### src/rtl/ddr_deser_pkg.sv
package ddr_deser_pkg;
  // bit periods gathered into one parallel word (two samples, two bits each)
  localparam int unsigned FRAME_EDGES = 4;
  localparam int unsigned FRAME_CNT_W = $clog2(FRAME_EDGES);
  localparam int unsigned NUM_CH      = 2;
  // positions inside a lane's per-word shift vector, oldest bit highest
  localparam int unsigned EV_HI = FRAME_EDGES - 1;
  localparam int unsigned EV_LO = FRAME_EDGES - 2;
  localparam int unsigned OD_HI = FRAME_EDGES - 3;
  localparam int unsigned OD_LO = FRAME_EDGES - 4;
endpackage

### src/rtl/ddr_frame_timer.sv
module ddr_frame_timer
  import ddr_deser_pkg::*;
(
  input  logic clk_i,
  input  logic rst_ni,
  output logic word_done_o
);
  logic [FRAME_CNT_W-1:0] cnt_q;
  logic [FRAME_CNT_W-1:0] cnt_d;

  always_comb begin
    cnt_d = cnt_q + 1'b1;
  end

  always_ff @(posedge clk_i or negedge rst_ni) begin
    if (!rst_ni) cnt_q <= '0;
    else         cnt_q <= cnt_d;
  end

  assign word_done_o = (cnt_q == FRAME_CNT_W'(FRAME_EDGES - 1));


  word_gap_chk: assert property (@(posedge clk_i) disable iff (!rst_ni)
    word_done_o |=> !word_done_o);
endmodule

### src/rtl/ddr_lane_capture.sv
module ddr_lane_capture #(
  parameter int unsigned LANES  = 7,
  parameter bit          FALL   = 1'b0,
  parameter bit          INVERT = 1'b0
) (
  input  logic             clk_i,
  input  logic             rst_ni,
  input  logic [LANES-1:0] lane_i,
  output logic [LANES-1:0] cap_o
);
  logic [LANES-1:0] cap_d;
  logic [LANES-1:0] cap_q;

  // undo a swapped P/N path by flipping every lane bit
  always_comb begin
    cap_d = lane_i ^ {LANES{INVERT}};
  end

  generate
    if (FALL) begin : g_fall
      always_ff @(negedge clk_i or negedge rst_ni) begin
        if (!rst_ni) cap_q <= '0;
        else         cap_q <= cap_d;
      end
    end else begin : g_rise
      always_ff @(posedge clk_i or negedge rst_ni) begin
        if (!rst_ni) cap_q <= '0;
        else         cap_q <= cap_d;
      end
    end
  endgenerate

  assign cap_o = cap_q;
endmodule

### src/rtl/ddr_channel_deser.sv
module ddr_channel_deser
  import ddr_deser_pkg::*;
#(
  parameter int unsigned LANES  = 7,
  parameter int unsigned OUT_W  = 16,
  parameter bit          FALL   = 1'b0,
  parameter bit          INVERT = 1'b0
) (
  input  logic             clk_i,
  input  logic             rst_ni,
  input  logic [LANES-1:0] lane_i,
  input  logic             word_done_i,
  output logic [OUT_W-1:0] even_o,
  output logic [OUT_W-1:0] odd_o,
  output logic             pair_vld_o
);
  localparam int unsigned SMP_W = 2 * LANES;
  localparam int unsigned PAD_W = OUT_W - SMP_W;

  logic [LANES-1:0]                  cap;
  logic [LANES-1:0][FRAME_EDGES-1:0] sr_q;
  logic [LANES-1:0][FRAME_EDGES-1:0] sr_d;
  logic [SMP_W-1:0]                  ev_raw;
  logic [SMP_W-1:0]                  od_raw;
  logic [OUT_W-1:0]                  ev_fmt;
  logic [OUT_W-1:0]                  od_fmt;
  logic [OUT_W-1:0]                  ev_q;
  logic [OUT_W-1:0]                  ev_d;
  logic [OUT_W-1:0]                  od_q;
  logic [OUT_W-1:0]                  od_d;
  logic                              vld_q;

  ddr_lane_capture #(
    .LANES  (LANES),
    .FALL   (FALL),
    .INVERT (INVERT)
  ) u_cap (
    .clk_i  (clk_i),
    .rst_ni (rst_ni),
    .lane_i (lane_i),
    .cap_o  (cap)
  );

  // per lane: shift in one bit per cycle; earlier bit of a pair is the higher one
  genvar k;
  generate
    for (k = 0; k < LANES; k++) begin : g_lane
      assign sr_d[k]       = {sr_q[k][FRAME_EDGES-2:0], cap[k]};
      assign ev_raw[2*k+1] = sr_d[k][EV_HI];
      assign ev_raw[2*k]   = sr_d[k][EV_LO];
      assign od_raw[2*k+1] = sr_d[k][OD_HI];
      assign od_raw[2*k]   = sr_d[k][OD_LO];
    end
  endgenerate

  // left-justify and flip the top bit: offset binary to two's complement
  generate
    if (PAD_W > 0) begin : g_pad
      assign ev_fmt = {~ev_raw[SMP_W-1], ev_raw[SMP_W-2:0], {PAD_W{1'b0}}};
      assign od_fmt = {~od_raw[SMP_W-1], od_raw[SMP_W-2:0], {PAD_W{1'b0}}};
    end else begin : g_nopad
      assign ev_fmt = {~ev_raw[SMP_W-1], ev_raw[SMP_W-2:0]};
      assign od_fmt = {~od_raw[SMP_W-1], od_raw[SMP_W-2:0]};
    end
  endgenerate

  always_comb begin
    ev_d = ev_q;
    od_d = od_q;
    if (word_done_i) begin
      ev_d = ev_fmt;
      od_d = od_fmt;
    end
  end

  always_ff @(posedge clk_i or negedge rst_ni) begin
    if (!rst_ni) begin
      sr_q  <= '0;
      ev_q  <= '0;
      od_q  <= '0;
      vld_q <= 1'b0;
    end else begin
      sr_q  <= sr_d;
      ev_q  <= ev_d;
      od_q  <= od_d;
      vld_q <= word_done_i;
    end
  end

  assign even_o     = ev_q;
  assign odd_o      = od_q;
  assign pair_vld_o = vld_q;


  pair_hold_chk: assert property (@(posedge clk_i) disable iff (!rst_ni)
    !word_done_i |=> ($stable(ev_q) && $stable(od_q)));


  pair_pulse_chk: assert property (@(posedge clk_i) disable iff (!rst_ni)
    vld_q |=> !vld_q);
endmodule

### src/rtl/ddr_adc_deser.sv
module ddr_adc_deser
  import ddr_deser_pkg::*;
#(
  parameter int unsigned LANES        = 7,
  parameter int unsigned OUT_W        = 16,
  parameter bit          CAPTURE_FALL = 1'b0,
  parameter bit          INVERT_LANES = 1'b0,
  parameter bit          PICK_ODD     = 1'b0
) (
  input  logic             bit_clk,
  input  logic             rst_n,
  input  logic [LANES-1:0] lane_a_i,
  input  logic [LANES-1:0] lane_b_i,
  input  logic             ch_sel_i,
  output logic             frame_o,
  output logic [OUT_W-1:0] even_o,
  output logic [OUT_W-1:0] odd_o,
  output logic [OUT_W-1:0] ds_o
);
  logic                              word_done;
  logic [NUM_CH-1:0][LANES-1:0]      ch_lanes;
  logic [NUM_CH-1:0][OUT_W-1:0]      ch_even;
  logic [NUM_CH-1:0][OUT_W-1:0]      ch_odd;
  logic [NUM_CH-1:0]                 ch_vld;
  logic [OUT_W-1:0]                  sel_even;
  logic [OUT_W-1:0]                  sel_odd;
  logic [OUT_W-1:0]                  even_q, even_d;
  logic [OUT_W-1:0]                  odd_q, odd_d;
  logic [OUT_W-1:0]                  ds_q, ds_d;
  logic                              frame_q;
  logic                              load_en;

  assign ch_lanes = {lane_b_i, lane_a_i};

  ddr_frame_timer u_timer (
    .clk_i       (bit_clk),
    .rst_ni      (rst_n),
    .word_done_o (word_done)
  );

  genvar c;
  generate
    for (c = 0; c < NUM_CH; c++) begin : g_ch
      ddr_channel_deser #(
        .LANES  (LANES),
        .OUT_W  (OUT_W),
        .FALL   (CAPTURE_FALL),
        .INVERT (INVERT_LANES)
      ) u_ch (
        .clk_i       (bit_clk),
        .rst_ni      (rst_n),
        .lane_i      (ch_lanes[c]),
        .word_done_i (word_done),
        .even_o      (ch_even[c]),
        .odd_o       (ch_odd[c]),
        .pair_vld_o  (ch_vld[c])
      );
    end
  endgenerate

  assign load_en  = ch_vld[0];
  assign sel_even = ch_even[ch_sel_i];
  assign sel_odd  = ch_odd[ch_sel_i];

  always_comb begin
    even_d = even_q;
    odd_d  = odd_q;
    ds_d   = ds_q;
    if (load_en) begin
      even_d = sel_even;
      odd_d  = sel_odd;
      ds_d   = PICK_ODD ? sel_odd : sel_even;
    end
  end

  always_ff @(posedge bit_clk or negedge rst_n) begin
    if (!rst_n) begin
      even_q  <= '0;
      odd_q   <= '0;
      ds_q    <= '0;
      frame_q <= 1'b0;
    end else begin
      even_q  <= even_d;
      odd_q   <= odd_d;
      ds_q    <= ds_d;
      frame_q <= load_en;
    end
  end

  assign frame_o = frame_q;
  assign even_o  = even_q;
  assign odd_o   = odd_q;
  assign ds_o    = ds_q;


  frame_pulse_chk: assert property (@(posedge bit_clk) disable iff (!rst_n)
    frame_q |=> !frame_q);


  chan_lock_chk: assert property (@(posedge bit_clk) disable iff (!rst_n)
    ch_vld[0] == ch_vld[1]);


  route_a_chk: assert property (@(posedge bit_clk) disable iff (!rst_n)
    (load_en && !ch_sel_i) |=> (even_q == $past(ch_even[0]) && odd_q == $past(ch_odd[0])));


  route_b_chk: assert property (@(posedge bit_clk) disable iff (!rst_n)
    (load_en && ch_sel_i) |=> (even_q == $past(ch_even[1]) && odd_q == $past(ch_odd[1])));


  ds_pick_chk: assert property (@(posedge bit_clk) disable iff (!rst_n)
    frame_q |-> (ds_q == (PICK_ODD ? odd_q : even_q)));
endmodule

### config.mk
export PLATFORM = sky130hd
export DESIGN_NAME = ddr_adc_deser
export DESIGN_NICKNAME = d
export VERILOG_FILES = /design/src/rtl/ddr_deser_pkg.sv /design/src/rtl/ddr_frame_timer.sv /design/src/rtl/ddr_lane_capture.sv /design/src/rtl/ddr_channel_deser.sv /design/src/rtl/ddr_adc_deser.sv
export SDC_FILE = /design/constraint.sdc
export NUM_CORES = 1
export LEC_CHECK = 0
export ABC_CLOCK_PERIOD_IN_PS = 2500
export BUFFER_PORTS_ARGS = -buffer_cell sky130_fd_sc_hd__buf_2
export CAP_MARGIN = 20
export CORE_ASPECT_RATIO = 0.5
export CORE_MARGIN = 1
export CORE_UTILIZATION = 30
export DETAILED_ROUTE_END_ITERATION = 6
export PLACE_DENSITY_LB_ADDON = 0.2
export SLEW_MARGIN = 20
export SYNTH_ARGS = -nofsm -noshare
export SYNTH_HDL_FRONTEND = slang
export SYNTH_HIERARCHICAL = 1
export SYNTH_SLANG_ARGS = --single-unit
### constraint.sdc
create_clock -name bit_clk -period 2.5 [get_ports bit_clk]
set_input_delay 0.5 -clock bit_clk [delete_from_list [all_inputs] [get_ports bit_clk]]
set_output_delay 0.5 -clock bit_clk [all_outputs]
set_load 0.02 [all_outputs]
* After elaboration in Yosys (flattened, before gate mapping)
Cells that the tools add are included.
Cells by class: add/subtract/negate cells 1, order comparisons 1, equality and inequality tests 1, multiplexer cells 4, bitwise operators 4
Operator list (count):
- 16-bit two-way mux | 4
- 1-bit NOT | 4
- 2-bit by 1-bit adder with 2-bit output, second input constant | 1
- 2-bit == test, second input constant | 1
- 1-bit by 2-bit < comparator with 1-bit output, second input constant | 1
Storage, ports and cells: register bits after elaboration 148, bits of input ports 17, output and inout port bits 49

* Depth between registers and ports, before layout
word-level depth 2, mapped depth 5, gate-level depth less buffers 3

* By module
The synthesis kept the hierarchy.
By module, submodules not included:
- ddr_channel_deser | instances 2, cells each 88, area an instance 1654.1 um^2, seq. area each 1251.2 um^2
- ddr_adc_deser | instances 1, cells each 156, area an instance 1651.6 um^2, seq. area each 825.8 um^2
- ddr_lane_capture | instances 2, cells each 7, area an instance 175.2 um^2, seq. area each 175.2 um^2
- ddr_frame_timer | instances 1, cells each 4, area an instance 66.3 um^2, seq. area each 50.0 um^2

* Worst setup path after synthesis
OpenSTA, ideal clock, no wires.
path kind register to register, start register u_timer.cnt_q[0], end register g_ch[0].u_ch.ev_q[10], library setup time 0.125 ns, arrival 1.197 ns, slack 1.178 ns, stages on the path, launching flop included 5, buffers on the path 2, period minus slack after synthesis 1.322 ns, cell sequence dfrtp_1 -> ha_1 -> buf_6 -> buf_6 -> mux2_4
On the way: word-level cells in the longest chain between the ends 1
Ends and longest elaborated chain:
- start, declared | line ddr_frame_timer.sv:8 | logic [FRAME_CNT_W-1:0] cnt_q;
- start signal, assigned | line ddr_frame_timer.sv:17 | else cnt_q <= cnt_d;
- 2-bit == test | line ddr_frame_timer.sv:20 | assign word_done_o = (cnt_q == FRAME_CNT_W'(FRAME_EDGES - 1));
- net word_done | line ddr_adc_deser.sv:20 | logic word_done;
- end signal, assigned | line ddr_channel_deser.sv:84 | ev_q <= ev_d;
- end, declared | line ddr_channel_deser.sv:27 | logic [OUT_W-1:0] ev_q;
The timed path passes the listed nets, and every way through them passes these cells. A chain may end at the register's enable or synchronous reset.

* Worst setup path in the final report
start register u_timer.cnt_q[0], end register g_ch[0].u_ch.od_q[2]
On the way: word-level cells in the longest chain between the ends 1
Ends and longest elaborated chain:
- 2-bit == test | line ddr_frame_timer.sv:20
- net word_done | line ddr_adc_deser.sv:20
- end signal, assigned | line ddr_channel_deser.sv:80 | od_q <= '0;
- end signal, assigned | line ddr_channel_deser.sv:85 | od_q <= od_d;
- end, declared | line ddr_channel_deser.sv:29 | logic [OUT_W-1:0] od_q;
The timed path passes the listed nets, and every way through them passes these cells.

==> key figures <==
Global route
  – GR Util met1: 0.139
  – Total global routing track utilization: 0.104
  – Global-route wire length before repair: 14300 um
  – Most Crowded Layer GR: met2
  – Global routing met2 resource utilization: 0.146
  – Number of antenna violations at the first check in global routing: 0
  – Met3 track utilization from global routing: 0.0401
  – Number of global-route vias before repair: 2725
  – Congestion Overflow GR: 0
  – Largest net degree at the start of global routing: 58

Clock tree
  – Clock buffers created by TritonCTS: 17
  – CTS Hold Buffers Added: 0
  – Count of clock tree sinks: 148
  – CTS tree: yes
  – Deepest clock path buffer count: 2
  – Root buffer cell: sky130_fd_sc_hd__clkbuf_16
  – Worst-Skew Late Latency: 420 ps
  – Post-CTS clock slew at the launch and capture registers of the worst setup and hold paths: 60 ps
  – # H-tree levels: 4
  – Buffers inserted by post-CTS timing repair: 0
  – Cells resized by post-CTS repair: 0

Critical path
  – R2R Path Start: u_timer/cnt_q[0]
  – Largest fanout on the critical path: 23
  – Critical Path Start Type: flip-flop
  – Number of cells on the worst reg-to-reg path: 3
  – CP top delay family: flip-flops
  – Delay contributed by the slowest stage of the critical path: 390 ps
  – Worst R2R End: g_ch[0].u_ch/odd_o[2]
  – Data arrival time of the critical path: 1860 ps
  – Critical path buffer and inverter count: 1
  – Critical path launch point: u_timer/cnt_q[0]
  – Worst reg-to-reg setup slack: 930 ps
  – Data required time of the critical path: 2790 ps
  – CP Cell Sequence: ha_4 -> buf_4 -> mux2_2
  – Master of the slowest instance on the critical path: sky130_fd_sc_hd__dfrtp_1
  – Type of the worst setup path: flip-flop to flip-flop
  – Kind of capture point of the worst setup path: flip-flop

Placed design
  – Placer's final routability congestion estimate: 0.650
  – IO buf count: 65
  – Detailed placement HPWL: 5440 um
  – Dpl ws: 924 ps

STA
  – Setup Viol. Count Final: 0
  – Top achievable clock speed: 0.637 GHz
  – Final Slew Violations: 0
  – Crit share post-route: 0.628
  – Hold violation total from the final report: 0
  – Post-Route Setup TNS: 0 ps
  – Slew headroom: 0.604
  – Minimum setup slack in the final design: 930 ps
  – Worst Clk Skew: 10.8 ps
  – Shortest clock period the worst path allows after layout: 1570 ps
  – Slew @ Worst Pin: 595 ps
  – Unrepaired setup endpoints after global routing: false

Route
  – Post-DR vias/cell: 4.04
  – Number of design rule violations left after detail routing: 0
  – Total number of vias: 2631
  – Average wire per cell in the routed design: 13.3 um
  – ANT nets after route: 0
  – Initial detailed-routing violation count: 101
  – Sum of routed wire length over all layers: 8700 um
  – Router iterations before antenna repair: 4

Logic synthesis
  – Gate count after technology mapping: 349
  – Yosys warning count: 6
  – Mapped cell area: 5350 um2
  – Avg Cell Area, Syn: 15.3 um2

Die
  – IO Count: 66
  – Effective utilization at floorplan: 0.308
  – Width of the chip: 191 um
  – Number of rows created at floorplan: 34
  – Height of the die: 96.4 um
  – Core area: 17400 um2
  – Area of the die: 18400 um2

Layout
  – Antenna cell count: 0
  – Layout fillers: 1676
  – Fraction of layout instances using a drive strength above 1: 0.378
  – Final net count: 423
  – Syn-to-layout area delta: 19.2%
  – Post-layout utilization of the core: 0.367

Power and ir drop
  – Design Power: 5.48 mW
  – Worst ir drop on vdd: 510 uV
  – Power per cell area: 859 nW/um2
  – Standby leakage power: 2.92 nW

Outcome
  – Status: complete, no violations

Min path
  – Class of the most critical hold timing path: input pin to asynchronous set/reset pin

Job
  – Number of maximum-capacitance violations: 0
-- through the flow --
| step | area (um2) | hold WS [ps] | instances |
|---|---|---|---|
| after floorplan | 5370 | 204 | 355 |
| after global placement | 5790 | 356 | 620 |
| after detailed placement | 5790 | 356 | 620 |
| after CTS | 6380 | 62.4 | 652 |
| after global routing | 6380 | 80.1 | 652 |
| final | 6380 | 51.7 | 652 |
-- sequential cells by signal, indices dropped and copies added, names as in the netlist --
name	flops
ds_o	16
odd_o	16
g_ch.u_ch/ev_raw	2
g_ch.u_ch/even_o	28
g_ch.u_ch/odd_o	28
g_ch.u_ch/od_raw	2
g_ch.u_ch/pair_vld_o	1
g_ch.u_ch/ev_fmt	26
g_ch.u_ch/od_fmt	12
g_ch.u_ch/u_cap/cap_o	14
frame_o	1
u_timer/cnt_q	2
-- worst max-delay path by stage --
| stage | end | slack [ps] | cells after the start |
|---|---|---|---|
| 3_3_place_gp | g_ch[0].u_ch/odd_o[2] | 950 | 3 |
| 5_1_grt | g_ch[0].u_ch/odd_o[2] | 880 | 3 |
| 3_5_place_dp | g_ch[0].u_ch/odd_o[2] | 920 | 3 |
| 4_1_cts | g_ch[0].u_ch/odd_o[2] | 930 | 3 |
| 2_1_floorplan | g_ch[0].u_ch/even_o[10] | 1190 | 4 |
| 6_report | g_ch[0].u_ch/odd_o[2] | 930 | 3 |
-- placed cells by master (no fill, tap or decap) --
cell	count
sky130_fd_sc_hd__buf_2	64
sky130_fd_sc_hd__dfrtp_1	147
sky130_fd_sc_hd__inv_6	7
sky130_fd_sc_hd__mux2_2	38
sky130_fd_sc_hd__buf_6	1
sky130_fd_sc_hd__a21oi_1	34
sky130_fd_sc_hd__buf_4	2
sky130_fd_sc_hd__clkinv_4	1
sky130_fd_sc_hd__dfrtp_2	1
sky130_fd_sc_hd__clkbuf_16	17
sky130_fd_sc_hd__nor2_1	34
sky130_fd_sc_hd__inv_1	3
sky130_fd_sc_hd__mux2_4	14
sky130_fd_sc_hd__buf_12	5
sky130_fd_sc_hd__ha_4	1
sky130_fd_sc_hd__mux2i_1	34
sky130_fd_sc_hd__conb_1	8
sky130_fd_sc_hd__bufinv_16	2
sky130_fd_sc_hd__clkinvlp_4	5
-- worst register-to-register path: cells and delay by family, from the launching register on --
kind | cells | cell delay (ps)
fa+ha+maj | 1 | 380
buf+inv | 1 | 320
flops | 1 | 390
mux | 1 | 380
-- final cells by class --
type                    count  area [um2]  share of cell area
well taps                 234         293              0.0459
multi-input cells         163        1330               0.209
clock inverters            15         168              0.0263
inverters                   3        11.3             0.00177
flip-flops and latches    148        3700               0.581
clock buffers              17         425              0.0667
repair buffers             72         447              0.0700
-- layer usage --
metal	wire length (um)	up-vias
met5	0	-
met4	133	0
met3	392	13
met2	3730	41
met1	4440	1314
li1	-	1263
-- power by group --
| group | switching [mW] | internal, mW | total, mW |
|---|---|---|---|
| sequential | 0.0692 | 2.53 | 2.60 |
| combinational | 0.206 | 0.138 | 0.343 |
| clock | 1.05 | 1.49 | 2.54 |
| total | 1.32 | 4.16 | 5.48 |
Power figures use the tool's default switching activity.
